### config.mk
export PLATFORM = sky130hd
export DESIGN_NAME = tune_reg_i2c_slave
export DESIGN_NICKNAME = d
export VERILOG_FILES = /design/src/rtl/tsl_pkg.sv /design/src/rtl/tsl_line_sync.sv /design/src/rtl/tsl_proto.sv /design/src/rtl/tsl_regs.sv /design/src/rtl/tune_reg_i2c_slave.sv
export SDC_FILE = /design/constraint.sdc
export NUM_CORES = 1
export LEC_CHECK = 0
export CORE_AREA = 4 4 104 106
export DETAILED_ROUTE_END_ITERATION = 10
export DIE_AREA = 0 0 108 110
export DONT_BUFFER_PORTS = 1
export GPL_TIMING_DRIVEN = 0
export PLACE_DENSITY_LB_ADDON = 0.15
export SYNTH_ARGS = -nofsm -noshare
export SYNTH_HDL_FRONTEND = slang
export SYNTH_HIERARCHICAL = 1
export SYNTH_SLANG_ARGS = --single-unit
### constraint.sdc
create_clock -name clk_i -period 2.9 [get_ports clk_i]
set_input_delay 0.29 -clock clk_i [delete_from_list [all_inputs] [get_ports clk_i]]
set_output_delay 0.29 -clock clk_i [all_outputs]
set_load 0.02 [all_outputs]
### src/rtl/tsl_pkg.sv
package tsl_pkg;
  typedef enum logic [2:0] {
    PH_IDLE,
    PH_ADDR,
    PH_WORD,
    PH_WDATA,
    PH_RDATA
  } phase_t;

  localparam int unsigned BYTE_W = 8;
  localparam int unsigned PTR_W  = 2;
  localparam int unsigned CNT_W  = 4;
endpackage

### src/rtl/tsl_line_sync.sv
module tsl_line_sync #(
  parameter int unsigned STAGES = 2
) (
  input  logic clk_i,
  input  logic rst_ni,
  input  logic scl_i,
  input  logic sda_i,
  output logic scl_s_o,
  output logic sda_s_o,
  output logic scl_rise_o,
  output logic scl_fall_o,
  output logic start_o,
  output logic stop_o
);
  logic [STAGES-1:0] scl_pipe, sda_pipe;
  logic              scl_prev, sda_prev;

  generate
    if (STAGES == 1) begin : g_one
      always_ff @(posedge clk_i or negedge rst_ni) begin
        if (!rst_ni) begin
          scl_pipe <= '1;
          sda_pipe <= '1;
        end else begin
          scl_pipe <= scl_i;
          sda_pipe <= sda_i;
        end
      end
    end else begin : g_many
      always_ff @(posedge clk_i or negedge rst_ni) begin
        if (!rst_ni) begin
          scl_pipe <= '1;
          sda_pipe <= '1;
        end else begin
          scl_pipe <= {scl_pipe[STAGES-2:0], scl_i};
          sda_pipe <= {sda_pipe[STAGES-2:0], sda_i};
        end
      end
    end
  endgenerate

  always_ff @(posedge clk_i or negedge rst_ni) begin
    if (!rst_ni) begin
      scl_prev <= 1'b1;
      sda_prev <= 1'b1;
    end else begin
      scl_prev <= scl_pipe[STAGES-1];
      sda_prev <= sda_pipe[STAGES-1];
    end
  end

  assign scl_s_o    = scl_pipe[STAGES-1];
  assign sda_s_o    = sda_pipe[STAGES-1];
  assign scl_rise_o = scl_s_o & ~scl_prev;
  assign scl_fall_o = ~scl_s_o & scl_prev;
  assign start_o    = scl_s_o & scl_prev & sda_prev & ~sda_s_o;
  assign stop_o     = scl_s_o & scl_prev & ~sda_prev & sda_s_o;
endmodule

### src/rtl/tsl_proto.sv
module tsl_proto
  import tsl_pkg::*;
#(
  parameter logic [6:0] DEV_ADDR = 7'h41
) (
  input  logic              clk_i,
  input  logic              rst_ni,
  input  logic              sda_s_i,
  input  logic              scl_rise_i,
  input  logic              scl_fall_i,
  input  logic              start_i,
  input  logic              stop_i,
  input  logic [BYTE_W-1:0] rdata_i,
  output logic              ptr_set_o,
  output logic              ptr_step_o,
  output logic              wr_en_o,
  output logic              snap_o,
  output logic [BYTE_W-1:0] byte_o,
  output logic              sda_oe_o
);
  phase_t             phase_q, phase_d;
  logic [CNT_W-1:0]   bit_q, bit_d;
  logic [BYTE_W-1:0]  rx_q, rx_d;
  logic [BYTE_W-1:0]  tx_q, tx_d;
  logic               in_ack_q, in_ack_d;
  logic               ack_drv_q, ack_drv_d;
  logic               mack_q, mack_d;

  localparam logic [CNT_W-1:0] LAST_BIT = CNT_W'(BYTE_W);

  always_comb begin
    phase_d    = phase_q;
    bit_d      = bit_q;
    rx_d       = rx_q;
    tx_d       = tx_q;
    in_ack_d   = in_ack_q;
    ack_drv_d  = ack_drv_q;
    mack_d     = mack_q;
    ptr_set_o  = 1'b0;
    ptr_step_o = 1'b0;
    wr_en_o    = 1'b0;
    snap_o     = 1'b0;
    if (start_i) begin
      phase_d   = PH_ADDR;
      bit_d     = '0;
      in_ack_d  = 1'b0;
      ack_drv_d = 1'b0;
    end else if (stop_i) begin
      phase_d   = PH_IDLE;
      bit_d     = '0;
      in_ack_d  = 1'b0;
      ack_drv_d = 1'b0;
    end else if (phase_q != PH_IDLE) begin
      if (scl_rise_i) begin
        if (in_ack_q) begin
          mack_d = ~sda_s_i;
        end else begin
          rx_d  = {rx_q[BYTE_W-2:0], sda_s_i};
          bit_d = bit_q + 1'b1;
        end
      end else if (scl_fall_i) begin
        if (in_ack_q) begin
          in_ack_d  = 1'b0;
          ack_drv_d = 1'b0;
          bit_d     = '0;
          if (phase_q == PH_RDATA) begin
            if (ack_drv_q || mack_q) begin
              tx_d       = rdata_i;
              ptr_step_o = 1'b1;
            end else begin
              phase_d = PH_IDLE;
            end
          end
        end else if (bit_q == LAST_BIT) begin
          in_ack_d = 1'b1;
          unique case (phase_q)
            PH_ADDR: begin
              if (rx_q[BYTE_W-1:1] == DEV_ADDR) begin
                ack_drv_d = 1'b1;
                if (rx_q[0]) begin
                  phase_d = PH_RDATA;
                end else begin
                  phase_d = PH_WORD;
                  snap_o  = 1'b1;
                end
              end else begin
                phase_d = PH_IDLE;
              end
            end
            PH_WORD: begin
              ack_drv_d = 1'b1;
              ptr_set_o = 1'b1;
              snap_o    = 1'b1;
              phase_d   = PH_WDATA;
            end
            PH_WDATA: begin
              ack_drv_d = 1'b1;
              wr_en_o   = 1'b1;
            end
            default: ;
          endcase
        end else if (phase_q == PH_RDATA && bit_q != '0) begin
          tx_d = {tx_q[BYTE_W-2:0], 1'b1};
        end
      end
    end
  end

  always_ff @(posedge clk_i or negedge rst_ni) begin
    if (!rst_ni) begin
      phase_q   <= PH_IDLE;
      bit_q     <= '0;
      rx_q      <= '0;
      tx_q      <= '1;
      in_ack_q  <= 1'b0;
      ack_drv_q <= 1'b0;
      mack_q    <= 1'b0;
    end else begin
      phase_q   <= phase_d;
      bit_q     <= bit_d;
      rx_q      <= rx_d;
      tx_q      <= tx_d;
      in_ack_q  <= in_ack_d;
      ack_drv_q <= ack_drv_d;
      mack_q    <= mack_d;
    end
  end

  assign byte_o   = rx_q;
  assign sda_oe_o = ack_drv_q | ((phase_q == PH_RDATA) & ~in_ack_q & ~tx_q[BYTE_W-1]);
endmodule

### src/rtl/tsl_regs.sv
module tsl_regs
  import tsl_pkg::*;
#(
  parameter int unsigned    TEMP_W   = 12,
  parameter logic [TEMP_W-1:0] TEMP_RST = 12'h190
) (
  input  logic              clk_i,
  input  logic              rst_ni,
  input  logic              ptr_set_i,
  input  logic              ptr_step_i,
  input  logic              wr_en_i,
  input  logic              snap_i,
  input  logic [BYTE_W-1:0] byte_i,
  input  logic [TEMP_W-1:0] temp_live_i,
  output logic [BYTE_W-1:0] rdata_o,
  output logic [BYTE_W-1:0] tune_hi_o,
  output logic [BYTE_W-1:0] tune_lo_o,
  output logic              lo_wr_o,
  output logic [TEMP_W-1:0] temp_o
);
  localparam int unsigned LO_BITS = TEMP_W - BYTE_W;
  localparam logic [PTR_W-1:0] IDX_HI = 2'd0;
  localparam logic [PTR_W-1:0] IDX_LO = 2'd1;
  localparam logic [PTR_W-1:0] IDX_TH = 2'd2;

  logic [PTR_W-1:0]  ptr_q, ptr_d;
  logic [BYTE_W-1:0] hi_q, hi_d, lo_q, lo_d;
  logic [TEMP_W-1:0] temp_q, temp_d;
  logic              pulse_q, pulse_d;

  always_comb begin
    ptr_d   = ptr_q;
    hi_d    = hi_q;
    lo_d    = lo_q;
    temp_d  = temp_q;
    pulse_d = 1'b0;
    if (snap_i) temp_d = temp_live_i;
    if (ptr_set_i) begin
      ptr_d = byte_i[PTR_W-1:0];
    end else if (wr_en_i) begin
      if (ptr_q == IDX_HI) hi_d = byte_i;
      if (ptr_q == IDX_LO) begin
        lo_d    = byte_i;
        pulse_d = 1'b1;
      end
      ptr_d = ptr_q + 1'b1;
    end else if (ptr_step_i) begin
      ptr_d = ptr_q + 1'b1;
    end
  end

  always_ff @(posedge clk_i or negedge rst_ni) begin
    if (!rst_ni) begin
      ptr_q   <= '0;
      hi_q    <= '0;
      lo_q    <= '0;
      temp_q  <= TEMP_RST;
      pulse_q <= 1'b0;
    end else begin
      ptr_q   <= ptr_d;
      hi_q    <= hi_d;
      lo_q    <= lo_d;
      temp_q  <= temp_d;
      pulse_q <= pulse_d;
    end
  end

  always_comb begin
    unique case (ptr_q)
      IDX_HI:  rdata_o = hi_q;
      IDX_LO:  rdata_o = lo_q;
      IDX_TH:  rdata_o = temp_q[TEMP_W-1:LO_BITS];
      default: rdata_o = {temp_q[LO_BITS-1:0], {(BYTE_W-LO_BITS){1'b0}}};
    endcase
  end

  assign tune_hi_o = hi_q;
  assign tune_lo_o = lo_q;
  assign lo_wr_o   = pulse_q;
  assign temp_o    = temp_q;
endmodule

### src/rtl/tune_reg_i2c_slave.sv
module tune_reg_i2c_slave
  import tsl_pkg::*;
#(
  parameter logic [6:0] DEV_ADDR    = 7'h41,
  parameter int unsigned SYNC_STAGES = 2,
  parameter int unsigned TEMP_W      = 12,
  parameter logic [TEMP_W-1:0] TEMP_RST = 12'h190
) (
  input  logic              clk_i,
  input  logic              rst_ni,
  input  logic              scl_i,
  input  logic              sda_i,
  output logic              sda_oe_o,
  input  logic [TEMP_W-1:0] temp_live_i,
  output logic [7:0]        tune_hi_o,
  output logic [7:0]        tune_lo_o,
  output logic              tune_lo_wr_o
);
  logic [1:0]        rst_pipe;
  logic              rst_n;
  logic              scl_s, sda_s, scl_rise, scl_fall, start_ev, stop_ev;
  logic              ptr_set, ptr_step, wr_en, snap;
  logic [BYTE_W-1:0] rx_byte, rdata;
  logic [TEMP_W-1:0] temp_user;

  always_ff @(posedge clk_i or negedge rst_ni) begin
    if (!rst_ni) rst_pipe <= '0;
    else         rst_pipe <= {rst_pipe[0], 1'b1};
  end
  assign rst_n = rst_pipe[1];

  tsl_line_sync #(.STAGES(SYNC_STAGES)) u_sync (
    .clk_i      (clk_i),
    .rst_ni     (rst_n),
    .scl_i      (scl_i),
    .sda_i      (sda_i),
    .scl_s_o    (scl_s),
    .sda_s_o    (sda_s),
    .scl_rise_o (scl_rise),
    .scl_fall_o (scl_fall),
    .start_o    (start_ev),
    .stop_o     (stop_ev)
  );

  tsl_proto #(.DEV_ADDR(DEV_ADDR)) u_proto (
    .clk_i      (clk_i),
    .rst_ni     (rst_n),
    .sda_s_i    (sda_s),
    .scl_rise_i (scl_rise),
    .scl_fall_i (scl_fall),
    .start_i    (start_ev),
    .stop_i     (stop_ev),
    .rdata_i    (rdata),
    .ptr_set_o  (ptr_set),
    .ptr_step_o (ptr_step),
    .wr_en_o    (wr_en),
    .snap_o     (snap),
    .byte_o     (rx_byte),
    .sda_oe_o   (sda_oe_o)
  );

  tsl_regs #(.TEMP_W(TEMP_W), .TEMP_RST(TEMP_RST)) u_regs (
    .clk_i       (clk_i),
    .rst_ni      (rst_n),
    .ptr_set_i   (ptr_set),
    .ptr_step_i  (ptr_step),
    .wr_en_i     (wr_en),
    .snap_i      (snap),
    .byte_i      (rx_byte),
    .temp_live_i (temp_live_i),
    .rdata_o     (rdata),
    .tune_hi_o   (tune_hi_o),
    .tune_lo_o   (tune_lo_o),
    .lo_wr_o     (tune_lo_wr_o),
    .temp_o      (temp_user)
  );
endmodule

==> run_results.csv, run 1 <==
group,metric,value,unit
synthesis,synth_top_cell_area_share,38.4,%
synthesis,synth_mux_area_share,20.4,%
final_layout,nets,285,
floorplanning,coreArea,9770,sq um
place,portBuffers,0,
synthesis,synth-xor-area-share,0.280,%
place,dpl.hpwl,4.86,mm
worst_hold_path,worstHoldEndpoint,"u_regs/temp_o[1]",
worst_setup_path,timing.rr.start,"u_sync/sda_pipe[1]",
worst_setup_path,rrSetupSlack,0.41,ns
power_and_ir_drop,leakagePower,1.60,nW
drt,finalWirelength,6.96,mm
synthesis,synth_top_family_by_area,"multiplexers",
worst_hold_path,worstHoldStart,"temp_live_i[1]",
power_and_ir_drop,p_per_area,518,nW/um^2
sta,finalSetupViolations,0,
run,maxCapViolations,0,
worst_setup_path,cp_common_cell,"nor2_1",
synthesis,syn-cell-area,3130,sq um
power_and_ir_drop,swShare,22.4,%
grt,grt_pass1_vias,2001,
power_and_ir_drop,p_switching,411,uW
drt,drc,0,
clock_tree,clkTransAtPathRegs,0.08,ns
floorplanning,start_util,32.0,%
floorplanning,dieArea,11900,sq um
clock_tree,cts-resized-gates,0,
worst_setup_path,timing.rr.end,"u_regs/tune_lo_o[0]",
drt,first_iter_violations,161,
worst_setup_path,endpoint_kind,"flop",
place,placedCellCount,382,
place,gp_congestion,0.687,
power_and_ir_drop,ir_worst_vdd,0.316,mV
worst_setup_path,cp.arrival,2.71,ns
worst_hold_path,whs_path_depth,2,
floorplanning,die_h,110,um
grt,grt_max_degree,64,
final_layout,num_antenna_cells,0,
synthesis,seq_area_frac_synth,52.7,%
clock_tree,cts.root.buffer_cell,"clkbuf_8",
synthesis,synth_compound_area_share,8.60,%
sta,maxSlewViolCount,0,
final_layout,final-seq-area,1650,sq um
worst_setup_path,cpMaxStageDelayCell,"dfstp_2",
worst_setup_path,cp_max_fo,9,
final_layout,drive_above_1_share,35.8,%
sta,fin_crit,2.49,ns
clock_tree,clk_latency,0.34,ns
power_and_ir_drop,internal_power,1.43,mW
synthesis,syn_area_per_cell,12.6,sq um
worst_setup_path,critPathKind,"flop to flop",
power_and_ir_drop,power.share.clock,46.6,%
sta,final_hold_viol_count,0,
final_layout,syn2layout_area_growth,13.4,%
clock_tree,clockBufferDepth,2,
synthesis,yosys.area_share.simple,11.8,%
worst_setup_path,ff2ff_path_depth,7,
clock_tree,ctsHoldBuffers,3,
grt,grt-ovfl-total,0,
final_layout,fill_cells,992,
worst_setup_path,worstPathRequired,3.12,ns
sta,fin_tns_setup,0,ns
synthesis,syn-num-nets,271,
synthesis,synth_warnings,6,
floorplanning,die_x,108,um
final_layout,fin_cells,401,
floorplanning,rows,36,
power_and_ir_drop,power_frac_comb,1.9,%
sta,holdWs,0.0732,ns
drt,drt-pass1-iter-count,5,
clock_tree,cts_setup_buffers,0,
drt,dr_total_vias,1976,
clock_tree,cts_tree,"built",
synthesis,synthTopCellsByArea,"dfrtp_1, mux2_2, dfstp_2, mux2_4, a222oi_1",
floorplanning,pin_count,34,
sta,rsz0062_at_grt,"false",
clock_tree,numCtsBuffers,9,
synthesis,synth_top_cell_by_area,"dfrtp_1",
final_layout,fin_util,36.3,%
synthesis,yosys.cell_types.count,49,
outcome,status,"completed",
sta,worst_clock_skew,0.0111,ns
sta,fmax,0.402,GHz
worst_setup_path,crit_chain,"and4b_1, or2_2, nor2_1, nand2_1, nor2_1, nand3b_2, mux2_2",
power_and_ir_drop,pwr-share-seq,51.5,%
worst_hold_path,hold_path.class,"input port to flop",
final_layout,multi_input_area,1370,sq um
clock_tree,cts.sinks,65,
synthesis,postSynthCellCount,249,
drt,drtAntennaViolNets,0,
synthesis,synth_fa_ha_area_share,2.40,%
worst_setup_path,slowest_delay,0.56,ns
synthesis,synth-seq-cells,65,
drt,wire_per_inst,17.3,um
worst_setup_path,worst_setup_path_start_kind,"flop",
sta,slew-limit-headroom,45.2,%
clock_tree,cts_max_level,3,
drt,via_per_inst,4.93,
sta,timing.final.crit_share,85.8,%
sta,tightest_slew,0.823,ns
grt,grt_pass1_wl,11.5,mm
grt,antenna_found_initial,0,
grt,grtUsageTotal,12.8,%
[final cells by class]
| cell class | instances | share of cell area [%] |
|---|---|---|
| inverters | 14 | 1.48 |
| well taps | 133 | 4.69 |
| flip-flops and latches | 65 | 46.5 |
| plain buffers | 11 | 1.76 |
| clock buffers | 10 | 3.60 |
| repair buffers | 3 | 0.846 |
| multi-input cells | 159 | 38.5 |
| clock inverters | 6 | 2.61 |
[flip-flops by register name (all words and copies together), names as in the netlist, 2 cells and up]
signal and flops:
u_proto/bit_q 4, u_regs/ptr_q 2, u_regs/tune_lo_o 8, u_proto/byte_o 8
u_regs/tune_hi_o 8, u_proto/phase_q 3, u_proto/tx_q 8, u_sync/sda_pipe 2
u_sync/scl_pipe 2, rst_pipe 2, u_regs/temp_o 12
[worst max path at each step]
stage                        from                  end  slack [ns]  cells past startpoint
2_1_floorplan  u_sync/sda_pipe[1]  u_regs/tune_lo_o[0]        0.71                      7
3_3_place_gp          rst_pipe[1]     u_regs/temp_o[1]        0.05                      0
3_5_place_dp   u_sync/sda_pipe[1]  u_regs/tune_lo_o[4]        0.40                      7
4_1_cts        u_sync/sda_pipe[1]  u_regs/tune_lo_o[0]        0.39                      7
5_1_grt        u_sync/sda_pipe[1]  u_regs/tune_lo_o[1]        0.22                      7
6_report       u_sync/sda_pipe[1]  u_regs/tune_lo_o[0]        0.41                      7
[routing by layer]
metal  share of wire (%)  vias up  global-route usage, %
li1                    -      941                      -
met3                 3.3        4                   2.85
met2                  46       26                   18.7
met1                  50     1005                   18.6
met4                0.73        0                   5.14
met5                   0        -                      0
[worst max-delay path, delay by kind of cell, from the launching register on]
family / cells / cell delay (ns)
muxes: 1 / 0.37
DFF: 1 / 0.56
and+or+nand+nor: 6 / 1.45
[cells by family after synthesis]
| kind of cell | count (synthesis) |
|---|---|
| AO/OA/AOI/OAI | 36 |
| adder cells (fa/ha/maj) | 6 |
| flip-flops | 65 |
| buffers and inverters | 25 |
| multiplexers | 55 |
| XOR/XNOR | 1 |
| AND/OR/NAND/NOR | 60 |
| other | 1 |
[per-stage QoR]
stage / area, sq um / total power [mW] / setup slack (ns)
3_5_place_dp: 3300 / 0.996 / 0.405
3_3_place_gp: 3300 / 0.995 / 0.0497
5_1_grt: 3550 / 1.92 / 0.216
4_1_cts: 3550 / 1.87 / 0.389
6_report: 3550 / 1.84 / 0.413
2_1_floorplan: 3130 / 0.981 / 0.713
[cells in the final DEF (no fill, tap or decap), types with 3 or more instances in the layout]
cell type	synthesis	layout
nand2_1	10	10
mux2i_1	5	5
dfstp_2	17	17
buf_2	5	5
nor2_1	11	11
a222oi_1	8	8
ha_1	6	6
mux2_2	43	43
o21ai_0	8	8
nand3_1	4	4
nor3b_1	3	3
clkbuf_1	2	3
inv_1	14	14
or3_1	3	3
nor2b_1	6	6
mux2_4	7	7
clkbuf_8	0	9
o31ai_1	4	4
dfrtp_1	48	47
dlygate4sd3_1	0	3
a21oi_1	4	4
[synthesized netlist by cell type (all sizes together)]
cell type   n
a21o        1
a21oi       4
a222oi      8
a22o        2
a2bb2oi     1
a31oi       1
and2        2
and2b       1
and3b       2
and4        2
and4b       2
buf         9
clkbuf      2
conb        1
dfrtp      48
dfstp      17
ha          6
inv        14
mux2       50
mux2i       5
nand2      10
nand2b      1
nand3       4
nand3b      4
nand4       2
nand4bb     1
nor2       12
nor2b       6
nor3        1
nor3b       3
nor4b       2
o2111ai     2
o211a       1
o211ai      2
o21a        1
o21ai       8
o311ai      1
o31ai       4
or2         1
or3         3
or4b        1
xnor2       1
[power groups by stage]
stage / combinational (mW) / clock [mW] / sequential [mW]
6_report: 0.0341 / 0.857 / 0.947
5_1_grt: 0.0391 / 0.929 / 0.952
4_1_cts: 0.0342 / 0.890 / 0.949
3_5_place_dp: 0.0305 / 0 / 0.966
3_3_place_gp: 0.0304 / 0 / 0.965
2_1_floorplan: 0.0255 / 0 / 0.955
Power figures use the tool's default switching activity.
==> run 2, diff against run 1 <==
--- a/config.mk
+++ b/config.mk
@@ -6,6 +6,7 @@
 export NUM_CORES = 1
 export LEC_CHECK = 0
 export CORE_AREA = 4 4 104 106
+export CTS_BUF_LIST = sky130_fd_sc_hd__clkbuf_2 sky130_fd_sc_hd__clkbuf_4 sky130_fd_sc_hd__clkbuf_8
 export DETAILED_ROUTE_END_ITERATION = 10
 export DIE_AREA = 0 0 108 110
 export DONT_BUFFER_PORTS = 1
==> run_results.csv, run 2 (same netlist as run 1, synthesis figures left out) <==
group,metric,value,unit
grt,antenna_found_initial,0,
clock_tree,cts.sinks,65,
power_and_ir_drop,power.share.clock,46.9,%
worst_hold_path,hold_path.class,"input port to flop",
place,gp_congestion,0.687,
power_and_ir_drop,swShare,22.3,%
floorplanning,pin_count,34,
place,portBuffers,0,
power_and_ir_drop,p_per_area,520,nW/um^2
sta,fin_tns_setup,0,ns
grt,grt_pass1_vias,1996,
drt,finalWirelength,6.93,mm
run,maxCapViolations,0,
power_and_ir_drop,ir_worst_vdd,0.315,mV
drt,wire_per_inst,17.3,um
power_and_ir_drop,leakagePower,1.60,nW
final_layout,final_area,3550,sq um
worst_setup_path,cp_max_fo,9,
drt,wl_met1,3.34,mm
sta,final_hold_viol_count,0,
floorplanning,dieArea,11900,sq um
place,dpl-instance-area,3300,sq um
drt,drc,0,
clock_tree,clockBufferDepth,2,
clock_tree,numCtsBuffers,9,
worst_setup_path,worst_setup_path_start_kind,"flop",
sta,slew-limit-headroom,45.2,%
clock_tree,cts.root.buffer_cell,"clkbuf_8",
floorplanning,rows,36,
sta,timing.final.crit_share,85.5,%
sta,fin_crit,2.48,ns
grt,grt_max_degree,64,
place,dpl.hpwl,4.86,mm
sta,fmax,0.403,GHz
floorplanning,start_util,32.0,%
final_layout,num_antenna_cells,0,
final_layout,layout.cells.most_common_list,"dfrtp_1, mux2_2, dfstp_2",
final_layout,fill_cells,993,
floorplanning,die_h,110,um
power_and_ir_drop,p_switching,412,uW
final_layout,largest_reg_flops,12,
power_and_ir_drop,pwr-share-seq,51.3,%
sta,holdWs,0.0726,ns
clock_tree,cts_tree,"built",
clock_tree,clk_latency,0.34,ns
drt,dr_total_vias,1996,
grt,grtUsageTotal,12.8,%
drt,wl_met3,369,um
sta,finalSetupViolations,0,
worst_setup_path,critPathKind,"flop to flop",
drt,met2_length,3.11,mm
grt,grt_pass1_wl,11.5,mm
clock_tree,clkTransAtPathRegs,0.08,ns
floorplanning,die_x,108,um
worst_setup_path,worstPathRequired,3.13,ns
drt,first_iter_violations,150,
drt,drt-pass1-iter-count,5,
power_and_ir_drop,p_total,1.85,mW
final_layout,syn2layout_area_growth,13.6,%
sta,maxSlewViolCount,0,
final_layout,drive_above_1_share,36.2,%
outcome,status,"completed",
sta,worst_clock_skew,0.0103,ns
grt,grt-ovfl-total,0,
final_layout,final_common_cell,"dfrtp_1",
drt,via_per_inst,4.98,
worst_setup_path,cp.arrival,2.71,ns
power_and_ir_drop,power_frac_comb,1.8,%
drt,highest_layer,"met4",
sta,tightest_slew,0.822,ns
final_layout,nets,285,
worst_setup_path,rrSetupSlack,0.42,ns
sta,rsz0062_at_grt,"false",
power_and_ir_drop,internal_power,1.44,mW
floorplanning,coreArea,9770,sq um
clock_tree,cts-resized-gates,0,
worst_setup_path,endpoint_kind,"flop",
clock_tree,cts_max_level,3,
drt,drtAntennaViolNets,0,
## run 2: cell count changes in the layout (fill, tap and decap cells not counted)
cell	before	now
clkbuf_1	3	2
clkbuf_4	0	1
## run 2: area by class of cell
class	count	area (sq um)	share of cell area [%]
Buffer	11	62.6	1.76
Clock inverter	6	92.6	2.61
Sequential cell	65	1650	46.5
Clock buffer	10	131	3.70
Tap cell	133	166	4.68
Multi-Input combinational cell	159	1370	38.5
Inverter	14	52.6	1.48
Timing Repair Buffer	3	30.0	0.845
## run 2: routing by layer
layer  GRT usage [%]  up-vias
li1                -      942
met1            18.4      998
met2            18.6       47
met3            2.85        9
met4            5.41        0
met5               0        -
## run 2: path summary, 6_finish.rpt
check / to / cells past startpoint / from
min reg2reg: rst_pipe[1] / 0 / rst_pipe[0]
max reg2reg: u_regs/tune_lo_o[0] / 7 / u_sync/sda_pipe[1]
min in group asynchronous: rst_pipe[1] / 1 / rst_ni
max: u_regs/tune_lo_o[0] / 7 / u_sync/sda_pipe[1]
min: u_regs/temp_o[1] / 2 / temp_live_i[1]
max in group asynchronous: u_proto/ack_drv_q / 0 / rst_pipe[1]
## run 2: power groups by stage
stage | Sequential, mW | Clock (mW) | Combinational (mW)
3_5_place_dp | 0.966 | 0 | 0.0305
4_1_cts | 0.949 | 0.900 | 0.0342
6_report | 0.947 | 0.866 | 0.0340
3_3_place_gp | 0.965 | 0 | 0.0304
5_1_grt | 0.952 | 0.938 | 0.0391
2_1_floorplan | 0.955 | 0 | 0.0255
## run 2: stage by stage
stage | util (%) | cells | setup WS (ns)
detailed placement | 33.8 | 382 | 0.405
global route | 36.4 | 401 | 0.215
floorplan | - | 249 | 0.713
finish | 36.4 | 401 | 0.419
CTS | 36.4 | 401 | 0.390
global placement | 33.7 | 382 | 0.0497
## run 2: timing repair
item                       4_1_cts  5_1_grt
hold buffers                     3        0
hold endpoints to repair         4        0
setup buffers                    0        0
setup endpoints to repair        0        0
## run 2: critical path, stage by stage (launching register included)
cell and delay [ns]:
dfstp_2 0.56, and4b_1 0.23, or2_2 0.33, nor2_1 0.13, nand2_1 0.09, nor2_1 0.31, nand3b_2 0.36, mux2_2 0.37
==> run 3, diff against run 2 <==
--- a/config.mk
+++ b/config.mk
@@ -5,13 +5,13 @@
 export SDC_FILE = /design/constraint.sdc
 export NUM_CORES = 1
 export LEC_CHECK = 0
-export CORE_AREA = 4 4 104 106
+export CAP_MARGIN = 20
+export CORE_AREA = 10 10 110 112
 export CTS_BUF_LIST = sky130_fd_sc_hd__clkbuf_2 sky130_fd_sc_hd__clkbuf_4 sky130_fd_sc_hd__clkbuf_8
 export DETAILED_ROUTE_END_ITERATION = 10
-export DIE_AREA = 0 0 108 110
+export DIE_AREA = 0 0 120 122
 export DONT_BUFFER_PORTS = 1
 export GPL_TIMING_DRIVEN = 0
-export PLACE_DENSITY_LB_ADDON = 0.15
 export SYNTH_ARGS = -nofsm -noshare
 export SYNTH_HDL_FRONTEND = slang
 export SYNTH_HIERARCHICAL = 1
==> run_results.csv, run 3 (same netlist as run 1, synthesis figures left out) <==
group,metric,value,unit
run,maxCapViolations,0,
place,dpl-instance-area,3320,sq um
power_and_ir_drop,swShare,21.0,%
sta,worst_clock_skew,0.00851,ns
clock_tree,clk_latency,0.34,ns
final_layout,drive_above_1_share,36.4,%
worst_setup_path,cpMaxStageDelayCell,"dfstp_2",
sta,maxSlewViolCount,0,
clock_tree,cts_max_level,3,
outcome,status,"completed",
clock_tree,cts-resized-gates,0,
power_and_ir_drop,p_per_area,541,nW/um^2
sta,final_hold_viol_count,0,
clock_tree,cts.sinks,65,
sta,tightest_slew,0.760,ns
floorplanning,start_util,31.1,%
power_and_ir_drop,leakagePower,1.63,nW
worst_setup_path,endpoint_kind,"flop",
worst_setup_path,crit_chain,"and4b_1, or2_2, nor2_1, nand2_1, nor2_1, nand3b_2, mux2_2",
worst_setup_path,cp-endpoint,"u_regs/tune_lo_o[0]",
worst_hold_path,whs_path_depth,2,
place,dp_slack,0.439,ns
sta,fin_crit,2.47,ns
worst_setup_path,critPathKind,"flop to flop",
worst_setup_path,cp-startpoint,"u_sync/sda_pipe[1]",
clock_tree,clockBufferDepth,2,
final_layout,fill_cells,980,
sta,fin_tns_setup,0,ns
worst_setup_path,cp.arrival,2.70,ns
final_layout,nets,286,
worst_setup_path,worst_setup_path_start_kind,"flop",
worst_setup_path,cp_max_fo,9,
sta,rsz0062_at_grt,"false",
drt,wire_per_inst,16.7,um
clock_tree,numCtsBuffers,9,
power_and_ir_drop,p_switching,410,uW
final_layout,syn2layout_area_growth,15.1,%
place,portBuffers,0,
worst_setup_path,worstPathRequired,3.13,ns
drt,dr_total_vias,2017,
worst_hold_path,hold_path.class,"input port to flop",
sta,timing.final.crit_share,85.1,%
sta,setup_slack,0.432,ns
floorplanning,rows,37,
floorplanning,die_x,120,um
grt,grt_max_degree,35,
grt,grt_pass1_wl,11.0,mm
power_and_ir_drop,internal_power,1.54,mW
floorplanning,coreArea,10000,sq um
clock_tree,clkTransAtPathRegs,0.08,ns
floorplanning,die_h,122,um
worst_setup_path,rrSetupSlack,0.43,ns
final_layout,multi_input_area,1370,sq um
grt,grtUsageTotal,9.53,%
drt,drtAntennaViolNets,0,
drt,drt-pass1-iter-count,6,
sta,finalSetupViolations,0,
worst_setup_path,cp_common_cell,"nor2_1",
power_and_ir_drop,pwr-share-seq,48.1,%
final_layout,layout.cells.most_common_list,"dfrtp_1, mux2_2, dfstp_2",
clock_tree,cts_setup_buffers,0,
worst_setup_path,timing.rr.start,"u_sync/sda_pipe[1]",
grt,grt-ovfl-total,0,
power_and_ir_drop,power.share.clock,49.5,%
floorplanning,pin_count,34,
clock_tree,cts_tree,"built",
floorplanning,dieArea,14600,sq um
worst_hold_path,worstHoldStart,"temp_live_i[0]",
final_layout,final_common_cell,"dfrtp_1",
drt,finalWirelength,6.75,mm
clock_tree,ctsHoldBuffers,3,
final_layout,num_antenna_cells,0,
worst_setup_path,ff2ff_path_depth,7,
place,dpl.hpwl,4.97,mm
final_layout,largest_reg_flops,12,
drt,drc,0,
final_layout,final_area,3600,sq um
sta,fmax,0.405,GHz
power_and_ir_drop,power_frac_comb,2.4,%
worst_setup_path,slowest_delay,0.56,ns
grt,antenna_found_initial,0,
worst_setup_path,timing.rr.end,"u_regs/tune_lo_o[0]",
grt,grt_pass1_vias,2023,
power_and_ir_drop,ir_worst_vdd,0.304,mV
clock_tree,cts.root.buffer_cell,"clkbuf_8",
power_and_ir_drop,p_total,1.95,mW
sta,slew-limit-headroom,48.6,%
place,gp_congestion,0.783,
drt,first_iter_violations,133,
final_layout,final-seq-area,1650,sq um
drt,via_per_inst,4.98,
## run 3: changes by cell type in the layout (fill, tap and decap cells not counted), sizes merged
cell,previous run,this run
buf,9,10
clkinv,1,2
clkinvlp,2,0
bufinv,2,3
## run 3: area by class of cell
class,count,share of cell area [%]
plain buffers,11,1.74
clock inverters,6,3.13
repair buffers,4,1.39
flip-flops and latches,65,45.8
inverters,14,1.46
multi-input cells,159,37.9
well taps,136,4.73
clock buffers,10,3.82
## run 3: per-layer routing
| metal | vias up | part of all wire (%) | GRT usage (%) |
|---|---|---|---|
| li1 | 940 | - | - |
| met1 | 1016 | 46 | 12.0 |
| met2 | 50 | 47 | 14.5 |
| met3 | 11 | 5.1 | 2.64 |
| met4 | 0 | 2.4 | 5.20 |
| met5 | - | 0 | 0 |
## run 3: metrics by stage
step,cells,hold slack [ns],util [%]
after floorplan,249,-0.00559,-
after global placement,385,-0.00551,32.8
after detailed placement,386,-0.00551,33.1
after CTS,405,0.0513,35.8
after global routing,405,0.0685,35.8
final,405,0.0675,35.8
## run 3: power by group through the flow
stage	Sequential [mW]	Clock (mW)	Combinational (mW)
finish	0.937	0.964	0.0462
global route	0.941	1.03	0.0519
CTS	0.938	0.987	0.0470
detailed placement	0.955	0	0.0433
global placement	0.963	0	0.0296
floorplan	0.955	0	0.0255
## run 3: worst max-delay path, delay by kind of cell (launching register included)
kind / cells / cell delay [ns]
flops: 1 / 0.56
simple gates: 6 / 1.42
mux: 1 / 0.38
## run 3: how the worst min path moves through the flow
stage | slack, ns | endpoint
after floorplan | -0.006 | rst_pipe[0]
after global placement | -0.006 | rst_pipe[0]
after detailed placement | -0.006 | rst_pipe[0]
after CTS | 0.05 | u_regs/temp_o[0]
after global routing | 0.07 | u_regs/temp_o[0]
final | 0.07 | u_regs/temp_o[0]
